==> src/rtl/mmu_perm_check.sv <==
module mmu_perm_check #(
  parameter int ZONES = 16
) (
  input  logic                      clk,
  input  logic                      rst_n,
  input  logic                      zpr_we,
  input  logic [2*ZONES-1:0]        zpr_wdata,
  input  logic                      req_valid,
  input  logic                      vm_en,
  input  logic                      user_mode,
  input  logic [1:0]                acc_kind,
  input  logic                      tlb_hit,
  input  logic [$clog2(ZONES)-1:0]  tlb_zone,
  input  logic                      pg_wr,
  input  logic                      pg_ex,
  input  logic                      pg_guard,
  output logic                      exc_dstore,
  output logic                      exc_istore,
  output logic                      exc_dmiss,
  output logic                      exc_imiss
);
  localparam int ZW = $clog2(ZONES);
  localparam int RW = 2 * ZONES;

  logic [RW-1:0] zpr_q;
  logic [1:0]    zfield;

  always_ff @(posedge clk or negedge rst_n)
    if (!rst_n)      zpr_q <= '0;
    else if (zpr_we) zpr_q <= zpr_wdata;

  always_comb begin
    zfield = 2'b00;
    for (int i = 0; i < ZONES; i++)
      if (tlb_zone == ZW'(i)) zfield = zpr_q[2*(ZONES-1-i) +: 2];
  end

  wire is_ld   = acc_kind == 2'b00;
  wire is_st   = acc_kind == 2'b01;
  wire is_fe   = acc_kind == 2'b10;
  wire is_data = is_ld | is_st;
  wire act     = req_valid & vm_en;

  wire z_deny  = user_mode & (zfield == 2'b00);
  wire z_lift  = user_mode ? (zfield == 2'b11) : zfield[1];

  wire d_miss  = act & is_data & ~tlb_hit;
  wire i_miss  = act & is_fe & ~tlb_hit;
  wire d_deny  = act & is_data & tlb_hit &
                 (z_deny | (is_st & ~pg_wr & ~z_lift));
  wire i_deny  = act & is_fe & tlb_hit &
                 (z_deny | pg_guard | (~pg_ex & ~z_lift));

  always_ff @(posedge clk or negedge rst_n)
    if (!rst_n) {exc_dstore, exc_istore, exc_dmiss, exc_imiss} <= '0;
    else        {exc_dstore, exc_istore, exc_dmiss, exc_imiss} <= {d_deny, i_deny, d_miss, i_miss};

  a_r1_vm_off_quiet: assert property (@(posedge clk) disable iff (!rst_n)
    (!vm_en) |=> !(exc_dstore | exc_istore | exc_dmiss | exc_imiss));

  a_r2_idle_quiet: assert property (@(posedge clk) disable iff (!rst_n)
    (!req_valid || acc_kind == 2'b11) |=> !(exc_dstore | exc_istore | exc_dmiss | exc_imiss));

  a_r3_data_miss: assert property (@(posedge clk) disable iff (!rst_n)
    (req_valid && vm_en && !tlb_hit && acc_kind[1] == 1'b0) |=> (exc_dmiss && !exc_dstore));

  a_r3_fetch_miss: assert property (@(posedge clk) disable iff (!rst_n)
    (req_valid && vm_en && !tlb_hit && acc_kind == 2'b10) |=> (exc_imiss && !exc_istore));

  a_r8_guard_blocks: assert property (@(posedge clk) disable iff (!rst_n)
    (req_valid && vm_en && tlb_hit && acc_kind == 2'b10 && pg_guard) |=> exc_istore);

  a_r9_priv_load_ok: assert property (@(posedge clk) disable iff (!rst_n)
    (req_valid && vm_en && tlb_hit && acc_kind == 2'b00 && !user_mode) |=> !exc_dstore);

  a_r11_one_flag: assert property (@(posedge clk) disable iff (!rst_n)
    $onehot0({exc_dstore, exc_istore, exc_dmiss, exc_imiss}));
endmodule

==> config.mk <==
export PLATFORM = sky130hd
export DESIGN_NAME = mmu_perm_check
export DESIGN_NICKNAME = d
export VERILOG_FILES = /design/src/rtl/mmu_perm_check.sv
export SDC_FILE = /design/constraint.sdc
export NUM_CORES = 1
export LEC_CHECK = 0
export ABC_AREA = 1
export BUFFER_PORTS_ARGS = -buffer_cell sky130_fd_sc_hd__buf_2
export CAP_MARGIN = 20
export CORE_MARGIN = 3
export CORE_UTILIZATION = 30
export DETAILED_ROUTE_END_ITERATION = 16
export GPL_ROUTABILITY_DRIVEN = 1
export PLACE_DENSITY_LB_ADDON = 0.2
export SLEW_MARGIN = 20
export SYNTH_ARGS = -nofsm -noshare
export SYNTH_HDL_FRONTEND = slang
export SYNTH_SLANG_ARGS = --single-unit
==> constraint.sdc <==
create_clock -name clk -period 2.4 [get_ports clk]
set_input_delay 0.48 -clock clk [delete_from_list [all_inputs] [get_ports clk]]
set_output_delay 0.48 -clock clk [all_outputs]
set_load 0.005 [all_outputs]
==> summary.log <==
[outcome] outcome finished clean
[worst_setup_path] critical path capture point exc_istore
[timing] final worst-path cycle share 71.6%
[route] DRC errors left 0
[worst_setup_path] beginning of the worst register-to-register path zpr_q[31]
[worst_setup_path] reg-to-reg endpoint exc_istore
[timing] Max-Slew Margin vs Limit 45.9%
[clock_tree] Resized Gates After CTS 0
[global_route] GRT Total Usage 13.1%
[floorplan] count of pins on the block boundary 52
[yosys] Netlist Area Pre-Place 1710 um^2
[floorplan] DIE AREA 6640 um^2
[floorplan] Die X 81.5 um
[pwr] pwr dens 612 nW/um^2
[global_route] global-route wire length before repair 6580 um
[route] total vias in the final route 1402
[floorplan] y dimension of the die 81.5 um
[yosys] count of state elements after synthesis 36
[worst_setup_path] CP Class primary input to flip-flop
[clock_tree] latest clock arrival within the worst-skew pair 0.29 ns
[timing] worst clock skew on the final layout 0.00519 ns
[yosys] post-synthesis cell type count 13
[pwr] largest vdd supply drop 271 uV
[route] number of iterations in the first detailed-routing pass 5
[worst_setup_path] crit path from tlb_zone[1]
[clock_tree] CTS clk-pin slew, worst paths 0.07 ns
[timing] maximum clock rate 0.582 GHz
[timing] minimum clock period after layout 1.72 ns
[pwr] leakage power figure 1.07 nW
[timing] setup TNS 0 ns
[job] max-capacitance violation count 0
[global_route] antenna violations before repair 0
[worst_setup_path] kind of launch point of the worst setup path primary input
[worst_setup_path] Worst EP arrival 1.94 ns
[clock_tree] CTS tree done
[floorplan] Rows 26
[final_layout] Finished Cell Area 2130 um^2
[timing] final-report setup violation count 0
[min_path] Min-Delay Path Class primary input to async pin
[route] post-route ant nets 0
[timing] setup repair after global routing missed its margin false
[global_route] Overflow after GRT 0
[final_layout] number of inserted diodes 0
[floorplan] core region area 5300 um^2
[timing] number of failing hold endpoints at the final stage 0
[clock_tree] number of buffers between clock root and the deepest sink 2
[worst_setup_path] critical path fanouts, max 5
[clock_tree] Root Driver sky130_fd_sc_hd__clkbuf_8
[yosys] number of warnings issued by yosys 0
[placed_design] dpl hpwl 3010 um
[clock_tree] number of sinks driven by the clock tree 36
[yosys] sequential element share of the synthesized area 52.7%
[timing] final hold slack 0.284 ns
[route] routed len/inst 12.2 um
[worst_setup_path] data required time of the critical path 2.62 ns
[placed_design] area post-placement 2040 um^2
[clock_tree] CTS hold repair buffers 0
[yosys] Syn Nets 240
[global_route] maximum number of pins on one net before global-route repair 37
[route] routed vias/inst 4.42
[worst_setup_path] number of cells on the worst reg-to-reg path 13
[clock_tree] number of buffers inserted during clock tree synthesis 5
[timing] final count of pins violating max slew 0
[floorplan] effective utilization at floorplan 32.2%
[final_layout] number of fill cells 564
[placed_design] gp weighted congestion 0.801
[final_layout] fraction of final layout cells with drive strength greater than 1 33.2%
[route] Detailed Route Iter0 Violations 100
[worst_setup_path] Setup crit end kind flip-flop
[clock_tree] depth of the CTS H-tree 2
[timing] actual transition at the worst max-transition pin 0.811 ns
[global_route] via count of the first global-routing pass 1367
[final_layout] final design utilization 40.2%
[worst_setup_path] register-to-register setup slack 0.85 ns
[final_layout] nets 294
[placed_design] number of port buffers 51
[yosys] cell count after synthesis 192
[route] total detailed-routing wirelength 3870 um
[yosys] post-synthesis average cell area 8.90 um^2
[final_layout] layout overhead on the synthesized area 24.8%
[clock_tree] Post-CTS Setup Bufs 0
## through the flow
stage,instances,total power [mW],setup slack [ns]
4_1_cts,317,1.33,0.687
3_3_place_gp,309,0.879,0.405
6_report,317,1.31,0.681
5_1_grt,317,1.39,0.405
2_1_floorplan,192,0.796,0.772
3_5_place_dp,309,0.884,0.396
## worst max-delay path: stages
cell and delay [ns]:
sky130_fd_sc_hd__buf_2 0.12, sky130_fd_sc_hd__inv_1 0.08, sky130_fd_sc_hd__nand2_1 0.09, sky130_fd_sc_hd__nor2_1 0.25
sky130_fd_sc_hd__nand2_1 0.09, sky130_fd_sc_hd__nand2_1 0.08, sky130_fd_sc_hd__nand3_1 0.06, sky130_fd_sc_hd__nand2_1 0.07
sky130_fd_sc_hd__nand4_1 0.08, sky130_fd_sc_hd__nor2_1 0.10, sky130_fd_sc_hd__nand4_1 0.10, sky130_fd_sc_hd__nor2_1 0.17
sky130_fd_sc_hd__nor2_1 0.05, sky130_fd_sc_hd__a21oi_1 0.11
## per-layer routing
layer	wire [um]	vias up	track usage (%)
li1	-	731	-
met4	59	0	4.56
met3	213	6	3.51
met1	1840	633	18.4
met2	1760	32	19.5
met5	0	-	0
## registers in the layout, summed over array words and instances, names as in the netlist
signal      count
exc_dmiss       1
exc_dstore      1
exc_imiss       1
exc_istore      1
zpr_q          32
## worst min path at each step
stage                     depth (start not counted)  slack, ns      start        end
after floorplan                                   0       0.18      rst_n  exc_dmiss
after global placement                            1       0.49  zpr_q[18]  zpr_q[18]
after detailed placement                          1       0.50  zpr_q[29]  zpr_q[29]
after CTS                                         1       0.31      rst_n  exc_dmiss
after global routing                              1       0.35      rst_n  exc_dmiss
final                                             1       0.28      rst_n  exc_dmiss
## cell usage after synthesis
master,instances,area share (%)
sky130_fd_sc_hd__nor2_1,25,5.5
sky130_fd_sc_hd__nand2_1,45,9.9
sky130_fd_sc_hd__a21boi_0,1,0.44
sky130_fd_sc_hd__nor4_1,1,0.37
sky130_fd_sc_hd__a21oi_1,4,1.2
sky130_fd_sc_hd__mux2_2,22,14
sky130_fd_sc_hd__nand4_1,6,2.2
sky130_fd_sc_hd__dfrtp_1,36,53
sky130_fd_sc_hd__o21ai_0,12,3.5
sky130_fd_sc_hd__inv_1,22,4.8
sky130_fd_sc_hd__nand3_1,10,2.9
sky130_fd_sc_hd__clkbuf_1,5,1.1
sky130_fd_sc_hd__nor3_1,3,0.88
## kinds of logic (layout without fill, tap and decap cells)
kind of cell | after synthesis | after routing | share of synthesized area, %
AOI/OAI and AO/OA | 17 | 17 | 5.12
buffers and inverters | 27 | 82 | 5.93
DFF | 36 | 36 | 52.7
muxes | 22 | 22 | 14.5
and+or+nand+nor | 90 | 90 | 21.7
## power by group
part	switching [mW]	internal, mW	total [mW]
Combinational	0.0955	0.0869	0.182
Sequential	0.0253	0.660	0.685
Clock	0.210	0.229	0.439
Total	0.331	0.976	1.31
## cell type report
class | count | area [um^2] | share of cell area, %
Sequential cell | 36 | 901 | 42.2
Inverter | 22 | 82.6 | 3.87
Tap cell | 70 | 87.6 | 4.11
Clock buffer | 6 | 82.6 | 3.87
Multi-Input combinational cell | 129 | 707 | 33.1
Clock inverter | 2 | 10.0 | 0.469
Timing Repair Buffer | 52 | 263 | 12.3
## placed cells by master (no fill, tap or decap)
| cell | instances |
|---|---|
| sky130_fd_sc_hd__o21ai_0 | 12 |
| sky130_fd_sc_hd__clkinv_2 | 2 |
| sky130_fd_sc_hd__dfrtp_1 | 36 |
| sky130_fd_sc_hd__nand4_1 | 6 |
| sky130_fd_sc_hd__a21boi_0 | 1 |
| sky130_fd_sc_hd__mux2_2 | 22 |
| sky130_fd_sc_hd__inv_1 | 22 |
| sky130_fd_sc_hd__nor4_1 | 1 |
| sky130_fd_sc_hd__nor3_1 | 3 |
| sky130_fd_sc_hd__nor2_1 | 25 |
| sky130_fd_sc_hd__clkbuf_8 | 6 |
| sky130_fd_sc_hd__nand3_1 | 10 |
| sky130_fd_sc_hd__buf_2 | 51 |
| sky130_fd_sc_hd__buf_4 | 1 |
| sky130_fd_sc_hd__a21oi_1 | 4 |
| sky130_fd_sc_hd__nand2_1 | 45 |
No activity file was read; power rests on OpenSTA's default activity.
